===== src/rtl/adapter_glue.sv =====
module adapter_glue #(
  parameter logic [7:0]  MFR_ID    = 8'h4D,
  parameter logic [7:0]  CARD_TYPE = 8'h08,
  parameter logic [7:0]  CARD_REV  = 8'h01,
  parameter logic [47:0] STN_ADDR  = 48'h0000F6000000
) (
  input  logic       clk,
  input  logic       rst_n,
  input  logic [3:0] bus_addr,
  input  logic       bus_we,
  input  logic [7:0] bus_wdata,
  output logic [7:0] bus_rdata,
  input  logic [7:0] cfg0,
  input  logic [7:0] cfg1,
  input  logic [7:0] cfg2,
  input  logic       ctl_irq,
  output logic       ctl_rst_n,
  output logic       host_irq,
  output logic       speed_16,
  output logic       cable_utp
);
  localparam int NREG = 16;

  logic       map_ctl, rom_pg, pend;
  logic [3:0] c1;
  logic       cab;
  logic [7:0] ctl_q [NREG];
  logic [7:0] rom_b;

  wire        in_ctl  = bus_addr[3];
  wire        wr_ctl  = bus_we && in_ctl;
  wire        wr_c0   = wr_ctl && bus_addr[2:0] == 3'd0;
  wire        wr_c1   = wr_ctl && bus_addr[2:0] == 3'd1;
  wire        wr_c7   = wr_ctl && bus_addr[2:0] == 3'd7;
  wire [3:0]  ctl_idx = {c1[3], bus_addr[2:0]};
  wire        en_nxt  = wr_c1 ? bus_wdata[1] : c1[1];

  assign ctl_rst_n = c1[0];
  assign speed_16  = c1[2];
  assign cable_utp = cab;
  assign host_irq  = pend;

  always_ff @(posedge clk or negedge rst_n) begin
    if (!rst_n) begin
      map_ctl <= 1'b0;
      rom_pg  <= 1'b0;
      c1      <= 4'h0;
      cab     <= 1'b0;
      pend    <= 1'b0;
    end else begin
      if (wr_c0) begin
        map_ctl <= bus_wdata[2];
        rom_pg  <= bus_wdata[3];
      end
      if (wr_c1) c1 <= bus_wdata[3:0];
      if (wr_c7) cab <= bus_wdata[0];
      pend <= en_nxt && (pend || (ctl_irq && c1[1]));
    end
  end

  always_ff @(posedge clk or negedge rst_n) begin
    if (!rst_n) begin
      for (int i = 0; i < NREG; i++) ctl_q[i] <= 8'h00;
    end else if (!c1[0]) begin
      for (int i = 0; i < NREG; i++) ctl_q[i] <= 8'h00;
    end else if (bus_we && !in_ctl && map_ctl) begin
      ctl_q[ctl_idx] <= bus_wdata;
    end
  end

  always_comb begin
    rom_b = 8'h00;
    if (!rom_pg) begin
      case (bus_addr[2:0])
        3'd0: rom_b = MFR_ID;
        3'd1: rom_b = CARD_TYPE;
        3'd2: rom_b = CARD_REV;
        3'd3: rom_b = cfg0;
        3'd4: rom_b = cfg1;
        3'd5: rom_b = cfg2;
        default: rom_b = 8'h00;
      endcase
    end else if (bus_addr[2:0] != 3'd0 && bus_addr[2:0] != 3'd7) begin
      rom_b = STN_ADDR[8*(6 - int'(bus_addr[2:0])) +: 8];
    end
  end

  always_comb begin
    bus_rdata = 8'h00;
    if (!in_ctl) bus_rdata = map_ctl ? ctl_q[ctl_idx] : rom_b;
    else case (bus_addr[2:0])
      3'd0: bus_rdata = {pend, 3'b000, rom_pg, map_ctl, 2'b00};
      3'd1: bus_rdata = {4'h0, c1};
      3'd7: bus_rdata = {7'h00, cab};
      default: bus_rdata = 8'h00;
    endcase
  end

  assert_irq_needs_en_R7: assert property (@(posedge clk) disable iff (!rst_n)
    host_irq |-> c1[1]);
  assert_irq_sets_R7: assert property (@(posedge clk) disable iff (!rst_n)
    (ctl_irq && c1[1] && !wr_c1) |=> host_irq);
  assert_en_fall_clears_R8: assert property (@(posedge clk) disable iff (!rst_n)
    $fell(c1[1]) |-> !host_irq);
  assert_speed_follows_R9: assert property (@(posedge clk) disable iff (!rst_n)
    wr_c1 |=> speed_16 == $past(bus_wdata[2]));
  assert_cable_follows_R10: assert property (@(posedge clk) disable iff (!rst_n)
    wr_c7 |=> cable_utp == $past(bus_wdata[0]));
  assert_ctl_held_R6: assert property (@(posedge clk) disable iff (!rst_n)
    (!ctl_rst_n && map_ctl && !wr_c0 && !wr_c1 && !in_ctl) |=> (in_ctl || bus_rdata == 8'h00 || !map_ctl));
endmodule


===== config.mk =====
export PLATFORM = sky130hd
export DESIGN_NAME = adapter_glue
export DESIGN_NICKNAME = d
export VERILOG_FILES = /design/src/rtl/adapter_glue.sv
export SDC_FILE = /design/constraint.sdc
export NUM_CORES = 1
export LEC_CHECK = 0
export BUFFER_PORTS_ARGS = -buffer_cell sky130_fd_sc_hd__buf_4
export CORE_UTILIZATION = 30
export DETAILED_ROUTE_END_ITERATION = 8
export SYNTH_ARGS = -nofsm -noshare
export SYNTH_HDL_FRONTEND = slang
export SYNTH_SLANG_ARGS = --single-unit

===== constraint.sdc =====
create_clock -name clk -period 6.13 [get_ports clk]
set_input_delay 1.839 -clock clk [delete_from_list [all_inputs] [get_ports clk]]
set_output_delay 1.839 -clock clk [all_outputs]
set_load 0.005 [all_outputs]

==> summary.md, run 1 <==
| Metric | Value |
|---|---|
| Most instantiated library cell after synthesis | `dfrtp_1` |
| IO Pins | `between 50 and 60` |
| Final-stage net count | `between 700 and 800` |
| Setup TNS | `0 ns` |
| Clock network power share | `0.465` |
| CP dominant cell by count | `buf_4` |
| Die area | `around 0.026 mm²` |
| Num rows | `58` |
| Critical Path Slowest Stage Cell | `nor4_2` |
| Hold Path Sink | `ctl_q[127]` |
| Avg Vias per Cell | `between 5 and 6` |
| P&R area growth vs syn | `15.7%` |
| Outcome | `finished, final reports clean` |
| Sw power | `approximately 0.00065 W` |
| Syn avg cell area | `~11 µm²` |
| Synthesis warning total | `0` |
| CP Launch Type | `primary input` |
| Placed cells | `1041` |
| First-pass GRT wire length | `34600 µm` |
| Crit Path Max Fanout | `15` |
| Post-DRT Antenna Nets | `0` |
| Synth area leader | `dfrtp_1` |
| Routed WL | `approximately 22000 µm` |
| Num CTS Buffers | `17` |
| Die X | `approximately 160 µm` |
| Slew margin rel. | `0.168` |
| Share of the synthesized area in the top cell type | `0.444` |
| Sw Ratio | `0.271` |
| WP data required | `around 4.3 ns` |
| Syn Nets | `roughly 750` |
| Post-synth cell types | `between 50 and 60` |
| TritonCTS clock tree | `done` |
| Core box area | `approximately 0.025 mm²` |
| Synth top cells by count | `136 x dfrtp_1, 91 x mux2i_1, 77 x nand2_1` |
| WS Path Type | `primary input to output port` |
| Total grt overflow | `0` |
| Hold Path Depth | `2` |
| Worst Setup End Kind | `output port` |
| Most used DFF post-synth | `dfrtp_1` |
| Worst-path clk slew | `0.06 ns` |
| Crit path arrival time | `around 4 ns` |
| Total GRT Usage | `0.172` |
| Worst R2R Start | `map_ctl` |
| CTS Sinks | `136` |
| Sequential fraction of design power | `0.393` |
| Initial DRC Count | `608` |
| DRC | `0` |
| Crit path time final | `about 5.8 ns` |
| Pwr/cell area | `between 200 and 300 mW/mm²` |
| Worst R2R Path Depth | `4` |
| Final Setup Violations | `0` |
| Max Root-Sink Buffers | `2` |
| I/O Buffers | `51` |
| Critical path's largest stage delay | `approximately 0.47 ns` |
| Gate power share | `0.143` |
| Crit share post-route | `0.942` |
| Reg2reg end | `ctl_q[92]` |
| Max rail drop VDD | `between 200 and 250 µV` |
| Clk_lat worst skew | `approximately 0.42 ns` |
| Internal power | `0.00175 W` |
| Pre-CTS setup slack | `0.388 ns` |
| EDFF count, synth | `0` |
| Post-CTS sizing | `0` |
| Hold Violations, Final | `0` |
| Antenna Cells | `0` |
| Synth Instances | `approximately 710` |
| Unrepaired setup endpoints after global routing | `false` |
| Async set-reset flop share out of synthesis | `1.00` |
| Area contributors post-synth | `dfrtp_1 44%, mux2i_1 12%, nor2b_1 6.0%` |
| Final Util | `0.353` |
| Largest net degree at the start of global routing | `130` |
| Layout cell share with drive strength beyond 1 | `0.172` |
| Max Fclk | `approximately 170 MHz` |
| Max Clock Skew | `approximately 0.0054 ns` |
| Worst Slack Setup Final | `~0.35 ns` |
| Mapped cell area | `roughly 0.0077 mm²` |
| DP Wirelength | `roughly 14000 µm` |
| Initial antenna violation count | `0` |
| Max Slew Vio Count | `0` |
| Min-delay src | `ctl_q[127]` |
| Number of fill cells in the layout | `2543` |
| First-pass DRT Iterations | `5` |
| Initial Util | `0.305` |
| Drt wl/cell | `~20 µm` |
| Flops & latches, synth | `136` |
| Clk root buf | `clkbuf_16` |
| Max cap viols | `0` |
| Post-synthesis sequential area ratio | `0.444` |
| Worst Hold Class | `flip-flop to flip-flop` |
| Routability cong. | `between 0.9 and 1` |
| Crit-path cells | `buf_4 -> inv_1 -> ha_1 -> mux2_2 -> a211oi_4 -> a211oi_1 -> nor4_2 -> buf_4` |
| Leakage | `approximately 3.6 nW` |
| H-tree Lvls | `4` |
| Slew at the pin closest to its max-slew limit | `1.24 ns` |
| Post-CTS setup buffers | `0` |
| Vias in the first global route | `about 5800` |
| Cts hold-fix bufs | `0` |
| Die height | `roughly 160 µm` |
| Vias | `between 5000 and 6000` |
| Reg-to-reg setup timing slack | `3.14 ns` |
| Non-filler cells, final | `around 1100` |
[layout make-up]
cell class	instances	area (µm²)	share of cell area
multi-input cells	505	3890	0.439
clock buffers	17	425	0.0480
well taps	330	413	0.0466
inverters	5	18.8	0.00212
repair buffers	65	504	0.0569
flip-flops and latches	136	3400	0.384
clock inverters	15	213	0.0240
[power by group through the flow]
stage | logic [W] | registers (W) | clock network [W]
final | 0.000342 | 0.000942 | 0.00111
after floorplan | 0.000219 | 0.000944 | 0
after detailed placement | 0.000341 | 0.000957 | 0
after CTS | 0.000342 | 0.000941 | 0.00113
after global placement | 0.000340 | 0.000957 | 0
after global routing | 0.000368 | 0.000943 | 0.00116
[layout by cell type (no fill, tap or decap), types with 4 or more instances in the layout]
cell,instances
ha_1,5
inv_6,6
mux4_1,14
nand2_1,77
o21ai_0,44
o22ai_1,4
nand2b_1,4
dfrtp_1,135
nor2_1,11
a22oi_1,18
clkbuf_16,17
buf_4,63
nand4_1,5
nand3_1,34
nor2b_1,74
bufinv_16,4
mux2_2,10
mux2i_1,91
mux4_2,5
a21boi_0,61
inv_1,5
a22o_1,4
[per-layer routing]
layer | global-route usage | part of all wire
met4 | 0.0669 | 0.023
met2 | 0.263 | 0.45
met5 | 0 | 0
met1 | 0.240 | 0.46
met3 | 0.0347 | 0.058
[worst max-delay path: cells and delay by family]
kind / cells / cell delay, ns
AO/OA/AOI/OAI: 2 / 0.42
adder cells (fa/ha/maj): 1 / 0.32
buffers and inverters: 3 / 0.55
multiplexers: 1 / 0.33
AND/OR/NAND/NOR: 1 / 0.47
[logic make-up (layout without fill, tap and decap cells)]
kind of cell             Yosys count  count (layout)  synth area share
adder cells (fa/ha/maj)            5               5           0.00816
AO/OA/AOI/OAI                    154             154             0.140
buffers and inverters             68             102            0.0498
multiplexers                     120             120             0.196
flip-flops                       136             136             0.444
AND/OR/NAND/NOR                  226             226             0.162
[through the flow]
stage	power (W)	cell area (µm²)	hold slack, ns
after floorplan	0.00116	7660	0.483
after global placement	0.00130	8230	0.518
after detailed placement	0.00130	8230	0.523
after CTS	0.00241	8870	0.538
after global routing	0.00247	8870	0.559
final	0.00240	8870	0.535
[worst max path at each step]
stage,start,to,depth (start not counted)
global placement,bus_addr[1],bus_rdata[4],8
floorplan,bus_addr[0],bus_rdata[4],11
global route,bus_addr[0],bus_rdata[4],7
finish,bus_addr[1],bus_rdata[4],8
CTS,bus_addr[1],bus_rdata[4],8
detailed placement,bus_addr[1],bus_rdata[4],8
[sequential cells by signal (all words and copies together) (netlist names)]
register,flops
c1,4
rom_pg,1
ctl_q,128
map_ctl,1
host_irq,1
cable_utp,1
(Power assumes the default switching activity.)
==> run 2: changes to the inputs <==
Settings changed: BUFFER_PORTS_ARGS -buffer_cell sky130_fd_sc_hd__buf_4 to not set, DONT_BUFFER_PORTS set to 1.
==> summary.md, run 2 (synthesized netlist as in run 1, its figures left out) <==
| Metric | Value |
|---|---|
| Vias in the first global route | `5456 (was 5831)` |
| H-tree Lvls | `4 (unchanged)` |
| Slew at the pin closest to its max-slew limit | `1.18 ns (was 1.24 ns)` |
| Number of fill cells in the layout | `2572 (was 2543)` |
| Crit Path Max Fanout | `23 (was 15)` |
| Largest register by flop count | `ctl_q (unchanged)` |
| CP Launch Type | `primary input (unchanged)` |
| I/O Buffers | `0 (was 51)` |
| Initial antenna violation count | `0 (unchanged)` |
| Worst-path clk slew | `0.05 ns (was 0.06 ns)` |
| Post-CTS setup buffers | `0 (unchanged)` |
| Crit path arrival time | `3.70 ns (was 3.94 ns)` |
| Die X | `162 µm (unchanged)` |
| Commonest non-fill, non-tap cells in the layout | `135 x dfrtp_1, 91 x mux2i_1, 77 x nand2_1 (unchanged)` |
| Core box area | `0.0251 mm² (unchanged)` |
| Cts hold-fix bufs | `0 (unchanged)` |
| Drt wl/cell | `20.3 µm (was 20.2 µm)` |
| Worst Setup End Kind | `output port (unchanged)` |
| Total GRT Usage | `0.163 (was 0.172)` |
| Max Root-Sink Buffers | `2 (unchanged)` |
| CTS Sinks | `136 (unchanged)` |
| Top flop regs | `ctl_q (128), c1 (4) (unchanged)` |
| Max Clock Skew | `0.00827 ns (was 0.00539 ns)` |
| Post-DRT Antenna Nets | `0 (unchanged)` |
| Unrepaired setup endpoints after global routing | `false (unchanged)` |
| DRC | `0 (unchanged)` |
| Crit share post-route | `0.904 (was 0.942)` |
| Initial DRC Count | `651 (was 608)` |
| Leakage | `3.28 nW (was 3.58 nW)` |
| Total grt overflow | `0 (unchanged)` |
| First-pass DRT Iterations | `5 (unchanged)` |
| Max cap viols | `0 (unchanged)` |
| Pwr/cell area | `261 mW/mm² (was 270 mW/mm²)` |
| Tot Pwr | `0.00218 W (was 0.00240 W)` |
| WP data required | `4.29 ns (about the same)` |
| WS Path Type | `primary input to output port (unchanged)` |
| Vias | `5447 (was 5710)` |
| IO Pins | `52 (unchanged)` |
| Die area | `0.0262 mm² (unchanged)` |
| Initial Util | `0.305 (unchanged)` |
| First-pass GRT wire length | `32700 µm (was 34600 µm)` |
| Clk_lat worst skew | `0.42 ns (about the same)` |
| Final Util | `0.333 (was 0.353)` |
| P&R area growth vs syn | `9.24% (was 15.7%)` |
| Max Slew Vio Count | `0 (unchanged)` |
| Largest net degree at the start of global routing | `137 (was 130)` |
| Worst Hold Class | `flip-flop to flip-flop (unchanged)` |
| Routability cong. | `0.910 (was 0.914)` |
| TritonCTS clock tree | `done (unchanged)` |
| Max FFs per register | `128 (unchanged)` |
| Slew margin rel. | `0.212 (was 0.168)` |
| Final Setup Violations | `0 (unchanged)` |
| Avg Vias per Cell | `5.36 (was 5.32)` |
| Num rows | `58 (unchanged)` |
| Num CTS Buffers | `17 (unchanged)` |
| Routed WL | `20600 µm (was 21700 µm)` |
| Crit path time final | `5.54 ns (was 5.78 ns)` |
| Commonest non-fill, non-tap cell in the layout | `dfrtp_1 (unchanged)` |
| DP Wirelength | `12700 µm (was 14000 µm)` |
| Antenna Cells | `0 (unchanged)` |
| Max rail drop VDD | `207 µV (was 211 µV)` |
| Clk root buf | `clkbuf_16 (unchanged)` |
| Hold Violations, Final | `0 (unchanged)` |
| Post-CTS sizing | `0 (unchanged)` |
| Max Fclk | `180 MHz (was 173 MHz)` |
| Setup TNS | `0 ns (unchanged)` |
| Layout cell share with drive strength beyond 1 | `0.103 (was 0.172)` |
| Outcome | `finished, final reports clean (unchanged)` |
| Final-stage net count | `720 (was 775)` |
| Die height | `162 µm (unchanged)` |
run 2: layer usage:
metal  GRT usage  up-vias  routed length, µm
li1            -     2479                  -
met1       0.227     2763               9560
met2       0.250      184               9500
met3      0.0301       21               1200
met4      0.0587        0                349
met5           0        -                  0
run 2: critical path, stage by stage:
cell,delay (ns)
inv_1,0.09
ha_1,0.37
mux2_2,0.35
a211oi_4,0.27
a211oi_1,0.13
nor4_2,0.45
buf_4,0.19
run 2: final timing paths:
kind	startpoint	end	slack, ns	cells past startpoint
max	bus_addr[1]	bus_rdata[4]	0.59	7
max in group asynchronous	rst_n	ctl_q[62]	4.79	0
min in group asynchronous	rst_n	ctl_q[82]	1.11	0
min	ctl_q[112]	ctl_q[112]	0.53	2
max reg2reg	map_ctl	ctl_q[88]	3.17	4
min reg2reg	ctl_q[112]	ctl_q[112]	0.53	2
run 2: where the power goes:
group | internal [W] | switching (W)
sequential | 0.000914 | 0.0000276
clock | 0.000605 | 0.000394
combinational | 0.000111 | 0.000132
total | 0.00163 | 0.000554
run 2: cell type report:
cell class / count / area [µm²] / area share
Multi-Input combinational cell: 505 / 3890 / 0.465
Sequential cell: 136 / 3400 / 0.407
Clock buffer: 19 / 443 / 0.0529
Tap cell: 330 / 413 / 0.0493
Clock inverter: 12 / 129 / 0.0154
Timing Repair Buffer: 10 / 75.1 / 0.00897
Inverter: 5 / 18.8 / 0.00224
run 2: per-stage QoR:
step | cells | hold WS (ns) | worst slack [ns] | cell area (µm²)
6_report | 1017 | 0.530 | 0.589 | 8370
5_1_grt | 1017 | 0.557 | 0.469 | 8370
3_5_place_dp | 986 | 0.526 | 0.604 | 7800
4_1_cts | 1017 | 0.534 | 0.599 | 8370
2_1_floorplan | 709 | 0.483 | 0.681 | 7660
3_3_place_gp | 986 | 0.515 | 0.620 | 7800
